==> config.mk <==
export PLATFORM = sky130hd
export DESIGN_NAME = gpio_port_ctrl
export DESIGN_NICKNAME = d
export VERILOG_FILES = /design/src/rtl/gpio_port_pkg.sv /design/src/rtl/gpio_port_regs.sv /design/src/rtl/gpio_pin_cell.sv /design/src/rtl/gpio_port_ctrl.sv
export SDC_FILE = /design/constraint.sdc
export NUM_CORES = 1
export LEC_CHECK = 0
export ABC_AREA = 1
export BUFFER_PORTS_ARGS = -buffer_cell sky130_fd_sc_hd__buf_2
export CORE_MARGIN = 3
export CORE_UTILIZATION = 45
export CTS_BUF_LIST = sky130_fd_sc_hd__clkbuf_4 sky130_fd_sc_hd__clkbuf_8
export DETAILED_ROUTE_END_ITERATION = 10
export HOLD_SLACK_MARGIN = 0.05
export PLACE_DENSITY = 0.67
export SYNTH_ARGS = -nofsm -noshare
export SYNTH_HDL_FRONTEND = slang
export SYNTH_SLANG_ARGS = --single-unit
==> constraint.sdc <==
create_clock -name clk -period 2.5 [get_ports clk]
set_clock_uncertainty 0.05 [all_clocks]
set_input_delay 0.125 -clock clk [delete_from_list [all_inputs] [get_ports clk]]
set_output_delay 0.125 -clock clk [all_outputs]
set_load 0.03 [all_outputs]
==> src/rtl/gpio_port_pkg.sv <==
`timescale 1ns/1ps
package gpio_port_pkg;
  localparam int unsigned REG_W  = 32;
  localparam int unsigned ADDR_W = 12;

  localparam logic [ADDR_W-1:0] A_OUT      = 12'h000;
  localparam logic [ADDR_W-1:0] A_OUT_SET  = 12'h004;
  localparam logic [ADDR_W-1:0] A_OUT_CLR  = 12'h008;
  localparam logic [ADDR_W-1:0] A_IN       = 12'h00C;
  localparam logic [ADDR_W-1:0] A_DIR      = 12'h010;
  localparam logic [ADDR_W-1:0] A_DIR_SET  = 12'h014;
  localparam logic [ADDR_W-1:0] A_DIR_CLR  = 12'h018;
  localparam logic [ADDR_W-1:0] A_CFG_BASE = 12'h100;

  typedef enum logic [1:0] {
    PULL_OFF  = 2'd0,
    PULL_LOW  = 2'd1,
    PULL_RSVD = 2'd2,
    PULL_HIGH = 2'd3
  } pull_e;

  typedef enum logic [1:0] {
    MOP_LOAD = 2'd0,
    MOP_SET  = 2'd1,
    MOP_CLR  = 2'd2
  } mask_op_e;

  // Whole-register update for load, set-alias and clear-alias writes
  function automatic logic [REG_W-1:0] mask_update(input logic [REG_W-1:0] cur,
                                                   input logic [REG_W-1:0] data,
                                                   input mask_op_e op);
    case (op)
      MOP_SET: return cur | data;
      MOP_CLR: return cur & ~data;
      default: return data;
    endcase
  endfunction

  // Input level of one pin, by priority
  function automatic logic resolve_level(input logic  is_out,
                                         input logic  out_val,
                                         input logic  disc,
                                         input pull_e pull,
                                         input logic  ext_en,
                                         input logic  ext_val,
                                         input logic  prev);
    if (disc)              return 1'b0;
    if (is_out)            return out_val;
    if (ext_en)            return ext_val;
    if (pull == PULL_HIGH) return 1'b1;
    if (pull == PULL_LOW)  return 1'b0;
    return prev;
  endfunction

  function automatic logic [REG_W-1:0] pack_cfg(input logic dir, input logic disc,
                                                input logic [1:0] pull);
    return {{(REG_W-4){1'b0}}, pull, disc, dir};
  endfunction
endpackage

==> src/rtl/gpio_port_regs.sv <==
`timescale 1ns/1ps
module gpio_port_regs
  import gpio_port_pkg::*;
#(
  parameter int unsigned NPINS = 32
) (
  input  logic                  clk,
  input  logic                  rst_n,
  input  logic                  bus_wen,
  input  logic [ADDR_W-1:0]     bus_addr,
  input  logic [REG_W-1:0]      bus_wdata,
  input  logic [NPINS-1:0]      in_vec,
  output logic [REG_W-1:0]      bus_rdata,
  output logic [NPINS-1:0]      out_q,
  output logic [NPINS-1:0]      dir_q,
  output logic [NPINS-1:0]      disc_q,
  output logic [NPINS-1:0][1:0] pull_q
);
  localparam int unsigned IDX_W    = (NPINS > 1) ? $clog2(NPINS) : 1;
  localparam int unsigned CFG_SPAN = NPINS * 4;

  logic [ADDR_W-1:0] cfg_off;
  logic              cfg_hit;
  logic [IDX_W-1:0]  cfg_idx;

  assign cfg_off = bus_addr - A_CFG_BASE;
  assign cfg_hit = (bus_addr >= A_CFG_BASE) && (cfg_off < ADDR_W'(CFG_SPAN)) &&
                   (bus_addr[1:0] == 2'b00);
  assign cfg_idx = cfg_off[IDX_W+1:2];

  // Named write events, one per target
  logic wr_out, wr_out_set, wr_out_clr, wr_dir, wr_dir_set, wr_dir_clr;
  logic wr_cfg, wr_dropped;
  assign wr_out     = bus_wen && (bus_addr == A_OUT);
  assign wr_out_set = bus_wen && (bus_addr == A_OUT_SET);
  assign wr_out_clr = bus_wen && (bus_addr == A_OUT_CLR);
  assign wr_dir     = bus_wen && (bus_addr == A_DIR);
  assign wr_dir_set = bus_wen && (bus_addr == A_DIR_SET);
  assign wr_dir_clr = bus_wen && (bus_addr == A_DIR_CLR);
  assign wr_cfg     = bus_wen && cfg_hit;
  assign wr_dropped = bus_wen && !(wr_out || wr_out_set || wr_out_clr ||
                                   wr_dir || wr_dir_set || wr_dir_clr || wr_cfg);

  mask_op_e out_op, dir_op;
  assign out_op = wr_out_set ? MOP_SET : (wr_out_clr ? MOP_CLR : MOP_LOAD);
  assign dir_op = wr_dir_set ? MOP_SET : (wr_dir_clr ? MOP_CLR : MOP_LOAD);

  always_ff @(posedge clk) begin
    if (!rst_n) begin
      out_q  <= '0;
      dir_q  <= '0;
      disc_q <= '1;
      pull_q <= '0;
    end else begin
      if (wr_out || wr_out_set || wr_out_clr)
        out_q <= NPINS'(mask_update(REG_W'(out_q), bus_wdata, out_op));
      if (wr_dir || wr_dir_set || wr_dir_clr)
        dir_q <= NPINS'(mask_update(REG_W'(dir_q), bus_wdata, dir_op));
      if (wr_cfg) begin
        dir_q[cfg_idx]  <= bus_wdata[0];
        disc_q[cfg_idx] <= bus_wdata[1];
        pull_q[cfg_idx] <= bus_wdata[3:2];
      end
    end
  end

  always_comb begin
    bus_rdata = '0;
    case (bus_addr)
      A_OUT, A_OUT_SET, A_OUT_CLR: bus_rdata = REG_W'(out_q);
      A_IN:                        bus_rdata = REG_W'(in_vec);
      A_DIR, A_DIR_SET, A_DIR_CLR: bus_rdata = REG_W'(dir_q);
      default: if (cfg_hit) bus_rdata = pack_cfg(dir_q[cfg_idx], disc_q[cfg_idx], pull_q[cfg_idx]);
    endcase
  end

  AST_DIR_SET_BITS: assert property (@(posedge clk) disable iff (!rst_n)
    wr_dir_set |=> ((dir_q & $past(bus_wdata[NPINS-1:0])) == $past(bus_wdata[NPINS-1:0])));
  AST_DIR_CLR_BITS: assert property (@(posedge clk) disable iff (!rst_n)
    wr_dir_clr |=> ((dir_q & $past(bus_wdata[NPINS-1:0])) == '0));
  AST_CFG_DIR_LINK: assert property (@(posedge clk) disable iff (!rst_n)
    wr_cfg |=> (dir_q[$past(cfg_idx)] == $past(bus_wdata[0])));
  AST_OUT_SET_BITS: assert property (@(posedge clk) disable iff (!rst_n)
    wr_out_set |=> ((out_q & $past(bus_wdata[NPINS-1:0])) == $past(bus_wdata[NPINS-1:0])));
  AST_OUT_CLR_BITS: assert property (@(posedge clk) disable iff (!rst_n)
    wr_out_clr |=> ((out_q & $past(bus_wdata[NPINS-1:0])) == '0));
  AST_DROPPED_WRITE: assert property (@(posedge clk) disable iff (!rst_n)
    wr_dropped |=> ($stable(out_q) && $stable(dir_q) && $stable(disc_q) && $stable(pull_q)));
endmodule

==> src/rtl/gpio_pin_cell.sv <==
`timescale 1ns/1ps
module gpio_pin_cell
  import gpio_port_pkg::*;
(
  input  logic       clk,
  input  logic       rst_n,
  input  logic       is_out,
  input  logic       out_val,
  input  logic       disc,
  input  logic [1:0] pull,
  input  logic       ext_en,
  input  logic       ext_val,
  output logic       level
);
  logic in_q;
  logic nxt_level;

  assign nxt_level = resolve_level(is_out, out_val, disc, pull_e'(pull), ext_en, ext_val, in_q);

  always_ff @(posedge clk) begin
    if (!rst_n) in_q <= 1'b0;
    else        in_q <= nxt_level;
  end
  assign level = in_q;

  // Named events per resolution case
  logic ev_floating, ev_no_pull;
  assign ev_floating = !disc && !is_out && !ext_en;
  assign ev_no_pull  = (pull == PULL_OFF) || (pull == PULL_RSVD);

  AST_DISC_READS_LOW: assert property (@(posedge clk) disable iff (!rst_n)
    disc |=> !level);
  AST_EXT_FOLLOW: assert property (@(posedge clk) disable iff (!rst_n)
    (!disc && !is_out && ext_en) |=> (level == $past(ext_val)));
  AST_PULL_UP: assert property (@(posedge clk) disable iff (!rst_n)
    (ev_floating && pull == PULL_HIGH) |=> level);
  AST_PULL_DOWN: assert property (@(posedge clk) disable iff (!rst_n)
    (ev_floating && pull == PULL_LOW) |=> !level);
  AST_HOLD_LEVEL: assert property (@(posedge clk) disable iff (!rst_n)
    (ev_floating && ev_no_pull) |=> $stable(level));
  AST_SELF_DRIVE: assert property (@(posedge clk) disable iff (!rst_n)
    (!disc && is_out) |=> (level == $past(out_val)));
endmodule

==> src/rtl/gpio_port_ctrl.sv <==
`timescale 1ns/1ps
module gpio_port_ctrl
  import gpio_port_pkg::*;
#(
  parameter int unsigned NPINS = 32
) (
  input  logic              clk,
  input  logic              rst_n,
  input  logic              bus_wen,
  input  logic [ADDR_W-1:0] bus_addr,
  input  logic [REG_W-1:0]  bus_wdata,
  output logic [REG_W-1:0]  bus_rdata,
  input  logic [NPINS-1:0]  ext_drv_en,
  input  logic [NPINS-1:0]  ext_drv_val,
  output logic [NPINS-1:0]  pin_drv_en,
  output logic [NPINS-1:0]  pin_drv_val,
  output logic              short_err
);
  logic [NPINS-1:0]      out_q, dir_q, disc_q, in_vec;
  logic [NPINS-1:0][1:0] pull_q;

  gpio_port_regs #(.NPINS(NPINS)) u_regs (
    .clk       (clk),
    .rst_n     (rst_n),
    .bus_wen   (bus_wen),
    .bus_addr  (bus_addr),
    .bus_wdata (bus_wdata),
    .in_vec    (in_vec),
    .bus_rdata (bus_rdata),
    .out_q     (out_q),
    .dir_q     (dir_q),
    .disc_q    (disc_q),
    .pull_q    (pull_q)
  );

  for (genvar p = 0; p < NPINS; p++) begin : g_pin
    gpio_pin_cell u_cell (
      .clk     (clk),
      .rst_n   (rst_n),
      .is_out  (dir_q[p]),
      .out_val (out_q[p]),
      .disc    (disc_q[p]),
      .pull    (pull_q[p]),
      .ext_en  (ext_drv_en[p]),
      .ext_val (ext_drv_val[p]),
      .level   (in_vec[p])
    );
  end

  assign pin_drv_en  = dir_q;
  assign pin_drv_val = out_q & dir_q;

  logic [NPINS-1:0] clash_vec;
  logic             short_q;
  assign clash_vec = dir_q & ext_drv_en;

  always_ff @(posedge clk) begin
    if (!rst_n) short_q <= 1'b0;
    else        short_q <= |clash_vec;
  end
  assign short_err = short_q;

  AST_SHORT_RAISE: assert property (@(posedge clk) disable iff (!rst_n)
    (|(pin_drv_en & ext_drv_en)) |=> short_err);
  AST_SHORT_QUIET: assert property (@(posedge clk) disable iff (!rst_n)
    ((pin_drv_en & ext_drv_en) == '0) |=> !short_err);
  AST_DRIVE_GATED: assert property (@(posedge clk) disable iff (!rst_n)
    ((pin_drv_val & ~pin_drv_en) == '0));
endmodule

Yosys cells after proc, flatten, opt, wreduce, memory -nomap -nowiden
Cells that the tools add are included.
Widths: inputs -> output; s select.
{"block": "totals", "input_bits": 111, "ff_bits": 193, "out_inout_bits": 97}
{"block": "classes", "n_bitwise": 7, "eq_ne": 74, "addsub": 1, "magnitude_cmp": 4, "muxes": 824, "n_reduce_logical": 51}
{"operator": "$mux 1", "count": 803}
{"operator": "$reduce_bool 5->1", "count": 32}
{"operator": "$and 32x32->32", "count": 4}
{"operator": "$pmux 32 s2", "count": 2}
{"operator": "$mux 32", "count": 3}
{"operator": "$pmux 32 s3", "count": 1}
{"operator": "$eq 2x1->1 const B", "count": 34}
{"operator": "$eq 2x2->1 const B", "count": 34}
{"operator": "$bwmux 32", "count": 2}
{"operator": "$bwmux 64", "count": 1}
{"operator": "$or 32x32->32", "count": 2}
{"operator": "$eq 12x5->1 const B", "count": 3}
{"operator": "$not 32->32", "count": 1}
{"operator": "$reduce_or 32->1", "count": 1}
{"operator": "$eq 12x4->1 const B", "count": 2}
{"operator": "$eq 12x3->1 const B", "count": 1}
{"operator": "$ge 12x9->1 const B", "count": 1}
{"operator": "$logic_not 12->1", "count": 1}
{"operator": "$lt 12x8->1 const B", "count": 1}
{"operator": "$mux 2", "count": 6}
{"operator": "$sub 12x9->12 const B", "count": 1}
{"operator": "$bmux 1 s5", "count": 2}
{"operator": "$bmux 2 s5", "count": 1}
{"operator": "$demux 2 s5", "count": 1}
{"operator": "other kinds (8)", "count": 21}

Logic depth before layout (Yosys ltp)
{"block": "logic_depth", "ltp_word": 16, "depth_mapped": 12}

Cells and area by module
From an unflattened synthesis, not the netlist that was laid out.
{"block": "hier_totals", "hier_cells": 1971, "area_unflattened_um2": 12069.1}
{"module": "gpio_port_regs", "area_per_inst_um2": 9245.1, "cells_each": 1426, "instances": 1}
{"module": "gpio_pin_cell", "area_per_inst_um2": 72.6, "cells_each": 13, "instances": 32}
{"module": "gpio_port_ctrl", "area_per_inst_um2": 501.7, "cells_each": 129, "instances": 1}

Worst setup path before layout
No wires, ideal clock.
{"block": "synth_path", "kind": "in2out", "from": "input bus_addr[4]", "to": "output bus_rdata[10]", "arrival_time_ps": 1591, "path_slack_ps": 734, "path_stages": 8, "path_buffers": 2, "t_required_ps": 2325, "cell_sequence": "buf_4 > nand2_1 > nor2_4 > inv_2 > nor2_4 > inv_2 > buf_2 > o221ai_1"}
{"block": "synth_between", "elab_chain_cells": 3, "word_cells_on_any_way": 10}
{"item": "from (decl)", "line_no": "gpio_port_ctrl.sv:10", "text": "input logic [ADDR_W-1:0] bus_addr,"}
{"item": "$eq 12x5->1 (tied with other cells)", "line_no": "gpio_port_regs.sv:69", "text": "case (bus_addr)"}
{"item": "$reduce_or 3->1"}
{"item": "$pmux 32 s3 *", "line_no": "gpio_port_regs.sv:69"}
{"item": "to (decl)", "line_no": "gpio_port_ctrl.sv:12", "text": "output logic [REG_W-1:0] bus_rdata,"}
Every way passes the cells marked *; elsewhere a longest branch is shown, timed or not.

Worst setup path in the final report
{"block": "layout_path", "from": "register u_regs.dir_q[3]", "to": "output bus_rdata[0]"}
{"block": "layout_between", "elab_chain_cells": 4}
{"item": "from (decl)", "line_no": "gpio_port_regs.sv:15", "text": "output logic [NPINS-1:0] dir_q,"}
{"item": "from (signal assigned)", "line_no": "gpio_port_regs.sv:58", "text": "dir_q <= NPINS'(mask_update(REG_W'(dir_q), bus_wdata, dir_op));"}
{"item": "from (signal, indexed assignment)", "line_no": "gpio_port_regs.sv:60", "text": "dir_q[cfg_idx] <= bus_wdata[0];"}
{"item": "$bmux 1 s5", "line_no": "gpio_port_regs.sv:73", "text": "default: if (cfg_hit) bus_rdata = pack_cfg(dir_q[cfg_idx], disc_q[cfg_idx], pull_q[cfg_idx]);"}
{"item": "$mux 1 (not written as such)", "line_no": "gpio_port_regs.sv:73"}
{"item": "$mux 4", "line_no": "gpio_port_regs.sv:73"}
{"item": "$pmux 32 s3", "line_no": "gpio_port_regs.sv:69"}
No other way between the ends. The select of a mux whose other input is x is not followed.

==> flow_metrics.tcl <==
set metrics [dict create \
    outcome "completed" \
    finalPower_mw 5.79 \
    crit_top_cell "nand2_1" \
    drv_cap 0 \
    ys_seq_elements 193 \
    min-delay-start "ext_drv_val[3]" \
    timing.rr.end "short_err$_SDFF_PN0_" \
    path_buf_inv 2 \
    r2r_setup_slack_ns 0.63 \
    syn_nets 1771 \
    clk-insertion-delay-late_ns 0.49 \
    routed_wl_mm 43.1 \
    wire_per_inst_microns 19.2 \
    holdPathEnd "g_pin[3].u_cell.level$_SDFFE_PN0P_" \
    num_vias 12888 \
    rr_worst_depth 6 \
    place_congestion 1.01 \
    hold_violations 0 \
    cts_buffer_depth 2 \
    relSlewSlack_pct 45.5 \
    report.final.slew_viol_count 0 \
    synth_cells 1660 \
    rsz0062_at_grt "false" \
    critPathMaxStageDelay_ns 0.41 \
    ant_nets 0 \
    hold_path.class "input port to flop" \
    drive_gt1_share_pct 17.1 \
    crit_path_max_fanout 5 \
    core_region_area_sq_um 23800 \
    finalCritPeriodShare_pct 92.3 \
    grtUsageMet3_pct 5.55 \
    hold_path_depth 3 \
    diodes 0 \
    cp_slowest_cell "dfxtp_2" \
    crit_path_cell_trace "inv_1 > nand2_1 > nand4_1 > nand2_1 > nand2_1 > nor2_1 > nand3_1 > nand2_1 > buf_2" \
    io_pins 208 \
    power_leakage_nw 6.39 \
    fp.dieArea_sq_um 26600 \
    postSynthAreaPerCell_sq_um 6.68 \
    max_freq_ghz 0.433 \
    cp.arrival_ns 2.13 \
    nets 2020 \
    grt_pass1_vias 11805 \
    dieHeight_microns 163 \
    end_kind "output pin" \
    drc 0 \
    initial_core_util_pct 46.6 \
    tritoncts "done" \
    overflow 0 \
    post_cts_buffers 0 \
    finalSetupViolCount 0 \
    critical_path_depth 9 \
    setup_tns_ns 0 \
    die-width_microns 163 \
    crit_path_start_kind "flop" \
    place_ws_ns 0.380 \
    grt_use_met1_pct 43.0 \
    syn2layout_area_growth_pct 23.2 \
    root_buffer "clkbuf_8" \
    grt_use_total_pct 31.4 \
    cts_sinks 193 \
    first_pass_iters 9 \
    antenna_found_initial 0 \
    crit-reg2reg-launch "u_regs.dir_q[10]$_SDFF_PN0_" \
    grt.busiest_layer "met2" \
    drt-initial-drc-count 1551 \
    synthDistinctLibCells 34 \
    yosysSeqAreaShare_pct 34.8 \
    vias_per_cell 5.75 \
    portBuffers 207 \
    fin_crit_ns 2.31 \
    cts.clk_slew.worst_paths_ns 0.12 \
    worstPathRequired_ns 2.33 \
    grt_max_degree 71 \
    cts_made_buffers 17 \
    worst-setup-path-type "flop to output pin" \
    syn_area_sq_um 11100 \
    tightest_slew_ns 0.818 \
    fin_ws_ns 0.193 \
    path_delay_family "simple AND/OR/NAND/NOR gates" \
    power_density_nw_per_um2 424 \
    ys.warnings.count 0 \
    grt_pass1_wl_mm 65.7 \
    dp_hpwl_mm 29.5 \
    ir_worst_vdd_v 0.000273 \
    row_count 56 \
    htree_num_levels 4 \
    grtUsageMet2_pct 50.2 \
]
[synth_stat cells]
cell,instances,share of area [%]
inv_1,246,8.3
nand2_1,239,8.1
dfxtp_1,193,35
nand3_1,171,7.7
a21oi_1,139,6.3
o21ai_0,128,5.8
nor2_1,118,4.0
o22ai_1,61,3.4
clkbuf_1,55,1.9
buf_4,37,2.5
nand4_1,37,2.1
o21ai_1,36,1.6
a2111oi_0,32,2.5
o211ai_1,32,2.2
o221ai_1,28,2.2
buf_2,26,1.2
a31oi_1,21,1.2
inv_2,13,0.44
nand2_2,9,0.51
nor2_4,8,0.81
a22oi_1,7,0.47
buf_1,3,0.10
buf_6,3,0.30
nor3_1,3,0.14
nor3_2,3,0.27
a221oi_1,2,0.16
nand2_4,2,0.20
nor3_4,2,0.29
nand3_2,1,0.090
nand4_2,1,0.11
nor2_2,1,0.056
o2111ai_1,1,0.079
o211a_1,1,0.090
o211ai_2,1,0.11
[cell families after synthesis]
family / after synthesis / synth area share (%)
simple gates: 595 / 24.4
compound gates: 489 / 26.1
buf+inv: 383 / 14.7
flops: 193 / 34.8
[sequential cells by signal (all words and copies together), names as in the netlist]
register,count
g_pin.u_cell.level,32
u_regs.out_q,32
u_regs.pull_q,64
u_regs.disc_q,32
u_regs.dir_q,32
short_err,1
[cells in the final DEF, fill, tap and decap left out, types with 61 or more instances in the layout]
master,Yosys,final
o22ai_1,61,61
a21oi_1,139,139
nor2_1,118,118
nand2_1,239,239
inv_1,246,245
buf_2,26,207
dfxtp_1,193,192
dlygate4sd3_1,0,100
nand3_1,171,171
o21ai_0,128,128
[cell type report]
class / count / area [sq um]
tap: 319 / 399
timing repair buffer: 354 / 2440
fill: 2322 / 10200
clock inverter: 14 / 146
clock buffer: 18 / 241
multi-input combinational: 1084 / 5600
inverter: 259 / 972
sequential: 193 / 3860
[where the power goes]
part / internal [mW] / leakage (nW) / switching [mW]
Combinational: 0.224 / 4.64 / 0.392
Sequential: 3.07 / 1.56 / 0.000782
Clock: 0.837 / 0.198 / 1.27
[repair_timing]
| item | CTS | global route |
|---|---|---|
| hold endpoints to repair | 90 | 0 |
| hold buffers | 100 | 0 |
| resized for setup | 0 | 1 |
| setup endpoints to repair | 0 | 1 |
[through the flow]
stage / std cells / cell area [sq um] / utilization, % / hold slack (ns)
2_1_floorplan: 1660 / 11100 / - / 0.239
4_1_cts: 2241 / 13700 / 57.3 / 0.0830
6_report: 2241 / 13700 / 57.4 / 0.0859
3_5_place_dp: 2109 / 12300 / 51.5 / 0.391
5_1_grt: 2241 / 13700 / 57.4 / 0.101
3_3_place_gp: 2109 / 12300 / 51.5 / 0.387
[routing by layer]
metal	wire length, microns	share of wire, %
met1	18000	42
met3	4450	10
met4	1280	3.0
met5	0	0
met2	19400	45
[tightest hold or removal path: stages]
cell and delay (ns):
buf_2 0.09, o21ai_0 0.25, a2111oi_0 0.11
[worst max-delay path by stage]
| stage | start | end | slack [ns] |
|---|---|---|---|
| after floorplan | bus_addr[4] | bus_rdata[10] | 0.73 |
| after global placement | bus_addr[3] | bus_rdata[3] | 0.36 |
| after detailed placement | bus_addr[3] | bus_rdata[2] | 0.38 |
| after CTS | u_regs.dir_q[3]$_SDFF_PN0_ | bus_rdata[0] | 0.14 |
| after global routing | u_regs.pull_q[14]$_SDFFE_PN0P_ | bus_rdata[2] | 0.08 |
| final | u_regs.dir_q[3]$_SDFF_PN0_ | bus_rdata[0] | 0.19 |
Power figures use the tool's default switching activity.
